--- src/rtl/cfg_hdr_pkg.sv ---
package cfg_hdr_pkg;

    localparam int HDR_BYTES = 64;
    localparam int HDR_WORDS = HDR_BYTES / 4;
    localparam int NUM_BARS  = 6;
    localparam int DATA_W    = 32;

    // Offsets whose position is fixed by the header layout
    localparam logic [7:0] OFS_CMD      = 8'h04;
    localparam logic [7:0] OFS_REV      = 8'h08;
    localparam logic [7:0] OFS_CLASS_HI = 8'h0B;
    localparam logic [7:0] OFS_CLINE    = 8'h0C;
    localparam logic [7:0] OFS_LTIMER   = 8'h0D;
    localparam logic [7:0] OFS_SLOT0    = 8'h10;
    localparam logic [7:0] OFS_SLOT5    = 8'h24;
    localparam logic [7:0] OFS_ROM      = 8'h30;
    localparam logic [7:0] OFS_ILINE    = 8'h3C;
    localparam logic [7:0] OFS_MAXLAT   = 8'h3F;

    localparam logic [31:0] IO_TYPE_MASK  = 32'h0000_0003;
    localparam logic [31:0] MEM_TYPE_MASK = 32'h0000_000F;
    localparam logic [31:0] ROM_PROBE     = 32'hFFFF_FFFE;

    typedef enum logic [3:0] {
        WK_NONE,
        WK_CMD,
        WK_CLINE,
        WK_LTIMER,
        WK_ILINE,
        WK_SLOT,
        WK_ROM,
        WK_QUIET,
        WK_DENY
    } wr_kind_e;

    typedef struct packed {
        logic     bad;
        wr_kind_e kind;
        logic [2:0] slot;
    } req_class_t;

    typedef struct packed {
        logic              vld;
        logic              err;
        logic [DATA_W-1:0] data;
    } rsp_t;

    function automatic logic size_legal(input logic [31:0] v);
        return (v & (v - 32'd1)) == 32'd0;
    endfunction

    function automatic logic [31:0] width_mask(input logic [2:0] sz);
        case (sz)
            3'd1:    return 32'h0000_00FF;
            3'd2:    return 32'h0000_FFFF;
            default: return 32'hFFFF_FFFF;
        endcase
    endfunction

endpackage

--- src/rtl/cfg_hdr_req_decode.sv ---
module cfg_hdr_req_decode
    import cfg_hdr_pkg::*;
#(
    parameter int ADDR_W = 8
) (
    input  logic [ADDR_W-1:0] addr,
    input  logic [2:0]        size,
    input  logic              write,
    output req_class_t        cls
);
    localparam int SUM_W = ADDR_W + 1;

    logic             size_ok;
    logic [SUM_W-1:0] end_ofs;
    logic [7:0]       a8;
    logic             hi_zero;

    assign size_ok = (size == 3'd1) || (size == 3'd2) || (size == 3'd4);
    assign end_ofs = SUM_W'(addr) + SUM_W'(size);
    assign a8      = addr[7:0];
    assign hi_zero = (addr >> 8) == '0;

    always_comb begin
        cls.bad  = !size_ok || (end_ofs > SUM_W'(HDR_BYTES)) || !hi_zero;
        cls.kind = WK_NONE;
        cls.slot = 3'(a8[5:2] - 4'd4);
        if (write && !cls.bad) begin
            cls.kind = WK_DENY;
            case (size)
                3'd4: begin
                    if (a8 == OFS_CMD)
                        cls.kind = WK_CMD;
                    else if (a8 >= OFS_SLOT0 && a8 <= OFS_SLOT5 && a8[1:0] == 2'b00)
                        cls.kind = WK_SLOT;
                    else if (a8 == OFS_ROM)
                        cls.kind = WK_ROM;
                end
                3'd2: begin
                    if (a8 == OFS_CMD)
                        cls.kind = WK_CMD;
                end
                default: begin
                    if (a8 == OFS_CLINE)
                        cls.kind = WK_CLINE;
                    else if (a8 == OFS_LTIMER)
                        cls.kind = WK_LTIMER;
                    else if (a8 == OFS_ILINE)
                        cls.kind = WK_ILINE;
                    else if ((a8 >= OFS_REV && a8 <= OFS_CLASS_HI) ||
                             (a8 > OFS_ILINE && a8 <= OFS_MAXLAT))
                        cls.kind = WK_QUIET;
                end
            endcase
        end
    end
endmodule

--- src/rtl/cfg_hdr_slot.sv ---
module cfg_hdr_slot
    import cfg_hdr_pkg::*;
#(
    parameter logic [31:0] INIT    = 32'h0,
    parameter logic [31:0] SIZE    = 32'h0,
    parameter int          DEC_W   = 40,
    parameter logic [DEC_W-1:0] IO_WIN  = '0,
    parameter logic [DEC_W-1:0] MEM_WIN = '0
) (
    input  logic             clk,
    input  logic             rst,
    input  logic             wr_en,
    input  logic [31:0]      wdata,
    output logic [31:0]      value,
    output logic [DEC_W-1:0] dec_base,
    output logic [DEC_W-1:0] dec_last,
    output logic             dec_en
);
    localparam logic [31:0]      PROBE_VAL = ~(SIZE - 32'd1);
    localparam logic             HAS_RANGE = (SIZE != 32'd0);
    localparam logic [DEC_W-1:0] SPAN      = DEC_W'(SIZE) - DEC_W'(1);

    generate
        if (!size_legal(SIZE)) begin : g_bad_size
            $error("cfg_hdr_slot: SIZE must be zero or a power of two");
        end
    endgenerate

    logic [31:0]      val_q;
    logic [DEC_W-1:0] base_q;
    logic             en_q;
    logic             is_io;
    logic [31:0]      tmask;
    logic [31:0]      addr_part;
    logic [DEC_W-1:0] win;

    assign is_io     = val_q[0];
    assign tmask     = is_io ? IO_TYPE_MASK : MEM_TYPE_MASK;
    assign win       = is_io ? IO_WIN : MEM_WIN;
    assign addr_part = (wdata == 32'hFFFF_FFFF) ? (PROBE_VAL & ~tmask) : (wdata & ~tmask);

    always_ff @(posedge clk) begin
        if (rst) begin
            val_q  <= INIT;
            base_q <= '0;
            en_q   <= 1'b0;
        end else if (wr_en) begin
            val_q <= addr_part | (val_q & tmask);
            if (wdata != 32'hFFFF_FFFF && addr_part != 32'd0) begin
                base_q <= DEC_W'(addr_part) + win;
                en_q   <= HAS_RANGE;
            end
        end
    end

    assign value    = val_q;
    assign dec_base = base_q;
    assign dec_last = base_q + SPAN;
    assign dec_en   = en_q;
endmodule

--- src/rtl/cfg_hdr_rsp_pipe.sv ---
module cfg_hdr_rsp_pipe
    import cfg_hdr_pkg::*;
#(
    parameter int LAT = 2
) (
    input  logic clk,
    input  logic rst,
    input  rsp_t din,
    output rsp_t dout
);
    rsp_t stage [LAT];

    always_ff @(posedge clk) begin
        if (rst) begin
            for (int i = 0; i < LAT; i++) stage[i] <= '0;
        end else begin
            stage[0] <= din;
            for (int i = 1; i < LAT; i++) stage[i] <= stage[i-1];
        end
    end

    assign dout = stage[LAT-1];
endmodule

--- src/rtl/cfg_hdr_regfile.sv ---
module cfg_hdr_regfile
    import cfg_hdr_pkg::*;
#(
    parameter int          ADDR_W      = 8,
    parameter int          DEC_W       = 40,
    parameter int          LATENCY     = 2,
    parameter logic [15:0] VENDOR      = 16'hC0DE,
    parameter logic [15:0] DEVICE      = 16'h7A11,
    parameter logic [23:0] CLASS_CODE  = 24'h020000,
    parameter logic [7:0]  REVISION    = 8'h03,
    parameter logic [15:0] CMD_INIT    = 16'h0000,
    parameter logic [15:0] STATUS_VAL  = 16'h0010,
    parameter logic [7:0]  CLINE_INIT  = 8'h00,
    parameter logic [7:0]  LTIMER_INIT = 8'h00,
    parameter logic [7:0]  HDR_TYPE    = 8'h00,
    parameter logic [7:0]  SELFTEST    = 8'h00,
    parameter logic [31:0] CIS_PTR     = 32'h0,
    parameter logic [15:0] SUB_VENDOR  = 16'hC0DE,
    parameter logic [15:0] SUB_ID      = 16'h0001,
    parameter logic [31:0] ROM_INIT    = 32'h0,
    parameter logic [7:0]  ILINE_INIT  = 8'h0B,
    parameter logic [7:0]  INT_PIN     = 8'h01,
    parameter logic [7:0]  MIN_GNT     = 8'h08,
    parameter logic [7:0]  MAX_LAT     = 8'h10,
    parameter logic [5:0][31:0] SLOT_INIT = {32'h0, 32'h0, 32'h0, 32'h8, 32'h1, 32'h0},
    parameter logic [5:0][31:0] SLOT_SIZE = {32'h0, 32'h0, 32'h0, 32'h0001_0000, 32'h100, 32'h1000},
    parameter logic [DEC_W-1:0] IO_WIN  = 40'h01_0000_0000,
    parameter logic [DEC_W-1:0] MEM_WIN = 40'h02_0000_0000
) (
    input  logic                      clk,
    input  logic                      rst,
    input  logic                      req_valid,
    input  logic                      req_write,
    input  logic [ADDR_W-1:0]         req_addr,
    input  logic [2:0]                req_size,
    input  logic [31:0]               req_wdata,
    output logic                      rsp_valid,
    output logic                      rsp_err,
    output logic [31:0]               rsp_rdata,
    output logic                      prot_err,
    output logic [NUM_BARS-1:0]       bar_en,
    output logic [NUM_BARS*DEC_W-1:0] bar_base,
    output logic [NUM_BARS*DEC_W-1:0] bar_last
);
    localparam int WIDX_W = $clog2(HDR_WORDS);

    req_class_t  rc;
    logic [15:0] cmd_q;
    logic [7:0]  cline_q, ltimer_q, iline_q;
    logic [31:0] rom_q;
    logic        prot_q;
    logic [31:0] slot_val [NUM_BARS];
    logic [31:0] words [HDR_WORDS];
    logic [WIDX_W-1:0] widx;
    logic [31:0] nxt_word;
    logic [63:0] win;
    logic [31:0] rd_now;
    logic        take;
    rsp_t        rsp_in, rsp_out;

    assign take = req_valid && !rc.bad;

    cfg_hdr_req_decode #(.ADDR_W(ADDR_W)) u_dec (
        .addr (req_addr),
        .size (req_size),
        .write(req_write),
        .cls  (rc)
    );

    generate
        for (genvar g = 0; g < NUM_BARS; g++) begin : g_slot
            logic wr_g;
            assign wr_g = req_valid && rc.kind == WK_SLOT && rc.slot == 3'(g);
            cfg_hdr_slot #(
                .INIT   (SLOT_INIT[g]),
                .SIZE   (SLOT_SIZE[g]),
                .DEC_W  (DEC_W),
                .IO_WIN (IO_WIN),
                .MEM_WIN(MEM_WIN)
            ) u_slot (
                .clk     (clk),
                .rst     (rst),
                .wr_en   (wr_g),
                .wdata   (req_wdata),
                .value   (slot_val[g]),
                .dec_base(bar_base[g*DEC_W +: DEC_W]),
                .dec_last(bar_last[g*DEC_W +: DEC_W]),
                .dec_en  (bar_en[g])
            );
        end
    endgenerate

    // Writable scalar registers
    always_ff @(posedge clk) begin
        if (rst) begin
            cmd_q    <= CMD_INIT;
            cline_q  <= CLINE_INIT;
            ltimer_q <= LTIMER_INIT;
            iline_q  <= ILINE_INIT;
            rom_q    <= ROM_INIT;
            prot_q   <= 1'b0;
        end else begin
            prot_q <= req_valid && rc.kind == WK_DENY;
            if (req_valid) begin
                case (rc.kind)
                    WK_CMD:    cmd_q    <= req_wdata[15:0];
                    WK_CLINE:  cline_q  <= req_wdata[7:0];
                    WK_LTIMER: ltimer_q <= req_wdata[7:0];
                    WK_ILINE:  iline_q  <= req_wdata[7:0];
                    WK_ROM:    rom_q    <= (req_wdata == ROM_PROBE) ? 32'hFFFF_FFFF : req_wdata;
                    default: ;
                endcase
            end
        end
    end

    // Header image, one 32-bit word per four offsets
    always_comb begin
        for (int w = 0; w < HDR_WORDS; w++) words[w] = 32'h0;
        words[0]  = {DEVICE, VENDOR};
        words[1]  = {STATUS_VAL, cmd_q};
        words[2]  = {CLASS_CODE, REVISION};
        words[3]  = {SELFTEST, HDR_TYPE, ltimer_q, cline_q};
        for (int s = 0; s < NUM_BARS; s++) words[4+s] = slot_val[s];
        words[10] = CIS_PTR;
        words[11] = {SUB_ID, SUB_VENDOR};
        words[12] = rom_q;
        words[15] = {MAX_LAT, MIN_GNT, INT_PIN, iline_q};
    end

    assign widx     = req_addr[WIDX_W+1:2];
    assign nxt_word = (widx == WIDX_W'(HDR_WORDS - 1)) ? 32'h0 : words[widx + WIDX_W'(1)];
    assign win      = {nxt_word, words[widx]} >> {req_addr[1:0], 3'b000};
    assign rd_now   = win[31:0] & width_mask(req_size);

    always_comb begin
        rsp_in.vld  = req_valid;
        rsp_in.err  = req_valid && rc.bad;
        rsp_in.data = (take && !req_write) ? rd_now : 32'h0;
    end

    cfg_hdr_rsp_pipe #(.LAT(LATENCY)) u_pipe (
        .clk (clk),
        .rst (rst),
        .din (rsp_in),
        .dout(rsp_out)
    );

    assign rsp_valid = rsp_out.vld;
    assign rsp_err   = rsp_out.err;
    assign rsp_rdata = rsp_out.data;
    assign prot_err  = prot_q;
endmodule

--- config.mk ---
export PLATFORM = sky130hd
export DESIGN_NAME = cfg_hdr_regfile
export DESIGN_NICKNAME = d
export VERILOG_FILES = /design/src/rtl/cfg_hdr_pkg.sv /design/src/rtl/cfg_hdr_req_decode.sv /design/src/rtl/cfg_hdr_slot.sv /design/src/rtl/cfg_hdr_rsp_pipe.sv /design/src/rtl/cfg_hdr_regfile.sv
export SDC_FILE = /design/constraint.sdc
export NUM_CORES = 1
export LEC_CHECK = 0
export BUFFER_PORTS_ARGS = -buffer_cell sky130_fd_sc_hd__buf_2
export CAP_MARGIN = 25
export CORE_MARGIN = 8
export CORE_UTILIZATION = 56
export CTS_BUF_LIST = sky130_fd_sc_hd__clkbuf_16
export DETAILED_ROUTE_END_ITERATION = 10
export PLACE_DENSITY = 0.79
export SLEW_MARGIN = 0
export SYNTH_ARGS = -nofsm -noshare
export SYNTH_HDL_FRONTEND = slang
export SYNTH_SLANG_ARGS = --single-unit
--- constraint.sdc ---
create_clock -name clk -period 4.25 [get_ports clk]
set_input_delay 0.85 -clock clk [delete_from_list [all_inputs] [get_ports clk]]
set_output_delay 0.85 -clock clk [all_outputs]
set_load 0.005 [all_outputs]
* Yosys cells after proc, flatten, opt, wreduce, memory -nomap -nowiden
Memories as Yosys holds them, arrays and structs flattened.
Index checks and enable logic that the tools add are counted.
** Operators by class
- Add/sub/neg operators :: 15
- $lt $le $gt $ge :: 9
- Equality and inequality tests :: 24
- Shift-type cells :: 1
- Muxes and demuxes :: 43
- Bitwise logic cells :: 29
- Reduce and logical (&&, ||, !) cells :: 48
** Operators with widths (count)
- 32-bit AND :: 13
- 32-bit two-way mux :: 13
- 34-bit two-way mux :: 8
- 32-bit binary-select mux with 4-bit select :: 2
- 32-bit by 40-bit adder with 40-bit output :: 6
- 32-bit NOT :: 6
- 32-bit bitwise OR :: 6
- 32-bit nonzero test :: 6
- 40-bit adder (second input constant) :: 3
- 32-bit == test (second input constant) :: 2
- 32-bit case mux with 2 select lines :: 1
- 64-bit by 5-bit right shift with 32-bit output :: 1
- 4-bit two-way mux :: 15
- 40-bit by 12-bit adder with 40-bit output (second input constant) :: 1
- 40-bit by 16-bit adder with 40-bit output (second input constant) :: 1
- 40-bit by 8-bit adder with 40-bit output (second input constant) :: 1
- 32-bit != test (second input constant) :: 1
- 1-bit logical AND :: 22
- 2-bit AND reduction :: 11
- 8-bit by 4-bit == test with 1-bit output (second input constant) :: 2
- 8-bit by 6-bit == test with 1-bit output (second input constant) :: 2
- 8-bit by 6-bit <= comparator with 1-bit output (second input constant) :: 2
- 4-bit by 3-bit == test with 1-bit output (second input constant) :: 3
- 5-bit >= comparator (second input constant) :: 2
- 23 further kinds :: 39
** Word-level totals
- Register bits after elaboration :: 508
- Bits in writable memories :: 68
- Input bits :: 47
- Word-level logic and storage cells :: 191
- Memories kept :: 1
** Memory list
- u_pipe.stage :: words 2, width 34, read ports 2, clocked after memory_dff 0, write ports 2, RTL line cfg_hdr_rsp_pipe.sv:11 : rsp_t stage [LAT];

* Longest topological paths before layout
Gate-level depths: netlist of the first run.
- Depth in word-level cells :: 13
- Depth in mapped cells :: 14

* Cells and area by module
From an unflattened synthesis of the first run, not the netlist that was laid out.
** Second synthesis, totals
- Cell total of the unflattened synthesis :: 3179
- Area, all modules :: 27730.3 sq um
** By module, submodules not included
- cfg_hdr_regfile :: times used 1, cells an instance 1038, area each 8383.0 sq um
- cfg_hdr_slot (g_slot[3].u_slot ...) :: times used 2, cells an instance 268, area each 2626.3 sq um
- cfg_hdr_slot (g_slot[1].u_slot) :: times used 1, cells an instance 388, area each 3071.7 sq um
- cfg_hdr_slot (g_slot[2].u_slot) :: times used 1, cells an instance 369, area each 2960.3 sq um
- cfg_hdr_slot (g_slot[0].u_slot) :: times used 1, cells an instance 330, area each 2865.2 sq um
- cfg_hdr_slot (g_slot[5].u_slot) :: times used 1, cells an instance 268, area each 2598.7 sq um
- cfg_hdr_rsp_pipe :: times used 1, cells an instance 177, area each 2092.0 sq um
- cfg_hdr_req_decode :: times used 1, cells an instance 73, area each 506.7 sq um

* Least setup slack after synthesis of the first run
OpenSTA, ideal clock, no wires.
- Kind :: input -> register
- From :: input port req_addr[2]
- To :: memory u_pipe.stage[0][25] in the netlist's numbering
- Library setup time :: 135 ps
- Arrival time :: 3595 ps
- Required time :: 4115 ps
- Setup slack :: 520 ps
- Stages on the path :: 12
- Path buffers :: 5
- Cells stage by stage :: buf_2 -> inv_1 -> clkbuf_1 -> ha_1 -> buf_2 -> buf_1 -> clkbuf_1 -> mux4_2 -> nand3_1 -> o31ai_1 -> a211oi_1 -> nor3_1
** RTL lines
- from (decl) :: RTL line cfg_hdr_regfile.sv:34 : input logic [ADDR_W-1:0] req_addr,
- to (decl) :: RTL line cfg_hdr_rsp_pipe.sv:11

* Worst setup path in the final report of the first run
- From :: register g_slot[0].u_slot.base_q[4]
- To :: output port bar_last[30]
** On the way
- Word-level cells in the longest chain between the ends :: 1
** Ends and longest elaborated chain
- from (decl) :: RTL line cfg_hdr_slot.sv:30 : logic [DEC_W-1:0] base_q;
- from (signal assigned) :: RTL line cfg_hdr_slot.sv:50 : base_q <= DEC_W'(addr_part) + win;
- 40-bit by 12-bit adder with 40-bit output :: RTL line cfg_hdr_slot.sv:58 : assign dec_last = base_q + SPAN;
- to (decl) :: RTL line cfg_hdr_regfile.sv:43 : output logic [NUM_BARS*DEC_W-1:0] bar_last
Every way passes these cells.

==> results of run 1 <==
==> flip-flops by register name (all words and copies together), names as in the netlist <==
name	flops
iline_q	8
rom_q	32
u_pipe.stage	68
cline_q	8
g_slot.u_slot.dec_base	174
g_slot.u_slot.dec_en	2
g_slot.u_slot.value	170
cmd_q	16
ltimer_q	8
prot_err	1
==> logic make-up after synthesis <==
family          share of synthesized area (%)
simple gates                             21.2
flops                                    35.4
mux                                      19.0
compound gates                           10.6
buf+inv                                  8.05
xor+xnor                                 4.99
fa+ha+maj                               0.799
other cells                            0.0272
==> cells in the mapped netlist (all sizes together), types with 37 or more instances <==
library cell,number,area (µm²)
nand3,100,505
nand2,135,507
inv,49,184
mux2i,411,4110
xor2,87,762
a21oi,116,581
nor4,39,244
nor3,67,340
buf,222,1500
dfxtp,487,9750
mux4,37,833
nand2b,406,2540
nor2b,50,313
nor2,115,432
xnor2,70,613
o21ai,104,521
clkbuf,140,526
==> worst register-to-register path, cell delays in order, from the launching register on <==
cell      delay, ns
dfxtp_1        0.33
mux4_2         0.49
a222oi_1       0.85
a21oi_1        0.22
a21oi_1        0.19
a211oi_1       0.07
==> power groups by stage <==
stage          combinational [W]  clock (W)  sequential, W
2_1_floorplan           0.000595          0        0.00467
4_1_cts                 0.000874    0.00461        0.00457
3_3_place_gp            0.000871          0        0.00467
3_5_place_dp            0.000870          0        0.00467
5_1_grt                 0.000944    0.00481        0.00457
6_report                0.000914    0.00459        0.00457
==> layer usage <==
layer / routed length (µm) / global-route usage [%] / vias up / part of all wire (%)
met5: 0 / 0 / - / 0
met4: 5430 / 16.4 / 0 / 5.5
met3: 10500 / 7.94 / 316 / 11
met2: 44300 / 52.4 / 1496 / 45
met1: 38200 / 41.8 / 11800 / 39
li1: - / - / 11200 / -
==> worst max-delay path by stage <==
stage | from | end | slack, ns | cells past startpoint
after floorplan | req_addr[2] | u_pipe.stage[0][25] | 0.52 | 12
after global placement | req_addr[0] | g_slot[4].u_slot.value[25] | 0.18 | 11
after detailed placement | req_addr[0] | g_slot[4].u_slot.value[24] | 0.15 | 11
after CTS | g_slot[0].u_slot.dec_base[4] | bar_last[30] | 0.003 | 9
after global routing | g_slot[0].u_slot.dec_base[4] | bar_last[30] | 0.01 | 9
final | g_slot[0].u_slot.dec_base[4] | bar_last[30] | 0.12 | 9
==> metrics by stage <==
stage | power, W | worst slack, ns
after floorplan | 0.00527 | 0.520
after global placement | 0.00554 | 0.176
after detailed placement | 0.00554 | 0.146
after CTS | 0.0101 | 0.00268
after global routing | 0.0103 | 0.00967
final | 0.0101 | 0.117
==> layout make-up <==
type,instances,area (µm²)
clock inverters,43,414
flip-flops and latches,487,9750
diodes,1,2.50
inverters,51,191
repair buffers,567,3230
multi-input cells,2244,16000
fillers,4029,17000
well taps,664,831
clock buffers,52,1300
==> timing repair <==
| action | 4_1_cts | 5_1_grt |
|---|---|---|
| gates resized for setup | 0 | 2 |
| endpoints found under the setup margin | 0 | 10 |
| hold buffers | 0 | 0 |
==> impl_metrics.ini, run 1 <==
[run_status]
outcome = finished, final reports clean

[sta]
fin_worst_skew_ns = 0.0187
fin_setup_tns_ns = 0
rsz0062_at_grt = false
setup_viol = 0
drv_slew = 0
finalCritPeriodShare_pct = 97.3
hold_viol_final = 0
fmax_ghz = 0.242
tightest_slew_ns = 1.08
min_period_ns = 4.13
slew_headroom_pct = 27.8
whs_ns = 0.428

[worst_hold_path]
holdPathStages = 1
hold_class = reg2reg
whs_endpoint = u_pipe.stage[0][48]
hold_start = u_pipe.stage[0][14]

[worst_setup_path]
cp.arrival_ns = 3.28
cp.required_ns = 3.40
r2r_cells = 5
slowest_delay_ns = 0.65
crit_path_start_kind = flip-flop
critPathSlowestCell = or4b_2
path_max_fanout = 5
path_class = reg2out
critPathBufInv = 2
endpoint_kind = primary output
r2r_slack_ns = 1.95
cp_top_family = simple AND/OR/NAND/NOR gates
cp_common_cell = and3_1
crit_chain = inv_1 -> ha_1 -> or4b_2 -> or4_4 -> and3_1 -> and3_1 -> nand3_1 -> xnor2_1 -> buf_2
reg2reg_to = u_pipe.stage[0][24]
reg2reg_from = g_slot[3].u_slot.value[24]

[clock_tree]
htreeDepth = 2
clock_latency_ns = 0.62
cts_buffers = 51
clk_pin_slew_worst_paths_ns = 0.06
cts_sinks = 487
root_buffer = clkbuf_16
clockBufferDepth = 3
post_cts_buffers = 0
cts_tree = done

[placement]
dp_hpwl_mm = 71.1
gp_congestion = 1.01
port_buffers = 460
dp_cells = 4013
placed_area_um2 = 30000

[pwr]
power.switching_w = 0.00261
p_per_area_nw_per_um2 = 317
seqPwrFrac_pct = 45.3
ir_drop_v = 0.000282
swShare_pct = 25.9
pwr-share-clk_pct = 45.6
combinationalPowerShare_pct = 9.1
internal-power_w = 0.00747
p_leak_nw = 14.7

[flow_run]
drv_cap = 0

[drt]
dr.first_iter.drc_count = 2852
route.vias.total = 24800
first_pass_iters = 8
wirelength_mm = 98.4
routed_via_density = 6.04
final_antenna_net_count = 0
wl_per_cell_um = 24.0
drc = 0

[layout]
drive_gt1_share_pct = 21.3
fin_area_um2 = 31700
final_cell_mix = 487 x dfxtp_1, 458 x buf_2, 411 x mux2i_1
final_common_cell = dfxtp_1
fin_nets = 3466
final_util_pct = 65.1
syn_to_final_growth_pct = 15.1
layout.cells.non_filler = 4109

[floorplanning]
die_h_um = 238
ios = 568
row_count = 81
core_area_um2 = 48700
dieArea_um2 = 56600
die_w_um = 238
initial_core_util_pct = 56.6

[synthesis]
synth-edff-count = 0
ys_ff_latch = 487
async_reset_ff_share_pct = 0
netlist_instances = 3039
ys_warn_count = 0
synth_flop_cell = dfxtp_1
synth_area_um2 = 27600
synth_cell_type_count = 85
avgSynthCellArea_um2 = 9.07
synth-seq-area-share_pct = 35.4

[global_route]
antenna_found_initial = 2
grt_pass1_wl_mm = 148
grt.total_usage_pct = 33.0
grt_pass1_vias = 23700
gr-total-overflow = 0
grt_max_degree = 176
No activity file was read; power rests on OpenSTA's default activity.
==> run 2, diff against run 1 <==
==> constraint.sdc (replaced) <==
create_clock -name clk -period 4 [get_ports clk]
set_input_delay 0.8 -clock clk [delete_from_list [all_inputs] [get_ports clk]]
set_output_delay 0.8 -clock clk [all_outputs]
set_load 0.005 [all_outputs]
==> impl_metrics.ini, run 2 (synthesized netlist as in run 1, its figures left out) <==
[sta]
rsz0062_at_grt = false
min_period_ns = 3.88
tightest_slew_ns = 0.986
fmax_ghz = 0.258
drv_slew = 0
hold_viol_final = 0
slew_headroom_pct = 33.7
fin_worst_skew_ns = 0.0183
setup_viol = 0
finalCritPeriodShare_pct = 97.1
fin_setup_tns_ns = 0
whs_ns = 0.436

[worst_setup_path]
cp-endpoint = bar_last[30]
crit_cells = 9
crit_chain = inv_1 -> ha_1 -> or4b_4 -> or4_4 -> and3_2 -> and3_1 -> nand3_1 -> xnor2_1 -> buf_2
critPathSlowestCell = or4_4
reg2reg_from = g_slot[3].u_slot.value[14]
cp.arrival_ns = 3.08
cp.required_ns = 3.20
crit_path_start_kind = flip-flop
r2r_cells = 5
r2r_slack_ns = 1.71
cp_top_family = simple AND/OR/NAND/NOR gates
startpoint = g_slot[0].u_slot.dec_base[4]
slowest_delay_ns = 0.50
path_max_fanout = 5
critPathBufInv = 2
reg2reg_to = u_pipe.stage[0][14]
path_class = reg2out
endpoint_kind = primary output

[placement]
placed_area_um2 = 30300
gp_congestion = 1.03
dp_hpwl_mm = 71.5
port_buffers = 460

[drt]
routed_via_density = 6.04
first_pass_iters = 8
wirelength_mm = 98.4
drc = 0
route.vias.total = 25000
dr.first_iter.drc_count = 3063
final_antenna_net_count = 0
wl_per_cell_um = 23.8

[floorplanning]
core_area_um2 = 48700
dieArea_um2 = 56600
row_count = 81
die_h_um = 238
ios = 568
die_w_um = 238
initial_core_util_pct = 56.6

[clock_tree]
htreeDepth = 2
cts_sinks = 487
clk_pin_slew_worst_paths_ns = 0.06
postCtsHoldBufs = 0
clockBufferDepth = 3
root_buffer = clkbuf_16
clock_latency_ns = 0.61
cts_buffers = 50
cts_tree = done

[layout]
fill_cells = 4010
final_common_cell = dfxtp_1
drive_gt1_share_pct = 22.0
multi_input_area_um2 = 16100
largest_reg_flops = 174
fin_nets = 3498
syn_to_final_growth_pct = 16.1
final_cell_mix = 487 x dfxtp_1, 459 x buf_2, 411 x mux2i_1
fin_area_um2 = 32000
final-seq-area_um2 = 9750

[pwr]
p_leak_nw = 14.9
swShare_pct = 25.9
internal-power_w = 0.00777
combinationalPowerShare_pct = 9.5
pwr-share-clk_pct = 44.3
p_per_area_nw_per_um2 = 328
power.switching_w = 0.00272
ir_drop_v = 0.000304
seqPwrFrac_pct = 46.3

[worst_hold_path]
hold_class = reg2reg

[global_route]
grt_max_degree = 157
grt_pass1_vias = 23800
antenna_found_initial = 1
grt_pass1_wl_mm = 148
grt.total_usage_pct = 33.0
gr-total-overflow = 0

[run_status]
outcome = finished, final reports clean

[flow_run]
drv_cap = 0
-- run 2: power groups by stage --
stage               registers (W)  clock network [W]  logic (W)
finish                    0.00486            0.00464   0.000994
global route              0.00485            0.00485    0.00103
CTS                       0.00486            0.00466   0.000951
detailed placement        0.00496                  0   0.000948
global placement          0.00496                  0   0.000946
floorplan                 0.00496                  0   0.000633
-- run 2: final cells by class --
class | instances | area share, %
inverter | 51 | 0.598
clock buffer | 51 | 3.99
tap | 664 | 2.60
clock inverter | 42 | 1.10
multi-input combinational | 2244 | 50.2
sequential | 487 | 30.5
antenna | 1 | 0.00782
timing repair buffer | 600 | 11.1
-- run 2: worst min-delay path by stage --
stage / from / endpoint / slack (ns) / depth (start not counted)
4_1_cts: u_pipe.stage[0][2] / u_pipe.stage[0][36] / 0.44 / 1
6_report: u_pipe.stage[0][0] / u_pipe.stage[0][34] / 0.44 / 1
2_1_floorplan: u_pipe.stage[0][0] / u_pipe.stage[0][34] / 0.41 / 1
3_5_place_dp: u_pipe.stage[0][2] / u_pipe.stage[0][36] / 0.42 / 1
5_1_grt: u_pipe.stage[0][27] / u_pipe.stage[0][61] / 0.45 / 1
3_3_place_gp: u_pipe.stage[0][33] / u_pipe.stage[0][67] / 0.42 / 1
-- run 2: routing by layer --
metal	wire length (µm)	vias to the layer above	global-route usage, %
met4	5870	0	18.0
met1	38200	11900	41.6
met5	0	-	0.173
met2	43800	1461	51.7
met3	10500	336	7.91
li1	-	11300	-
-- run 2: stage by stage --
step           std cells  util [%]  power (W)  setup slack [ns]
6_report            4140      65.7     0.0105             0.118
3_5_place_dp        4045      62.2    0.00591             0.132
4_1_cts             4139      65.6     0.0105           0.00952
3_3_place_gp        4044      62.2    0.00591             0.171
2_1_floorplan       3144         -    0.00560             0.320
5_1_grt             4139      65.7     0.0107           0.00147
-- run 2: repair_timing --
action,in CTS,in global routing
cloned,0,0
buffers inserted,1,0
pin swaps,1,0
setup endpoints to repair,7,8
resized for setup,4,5
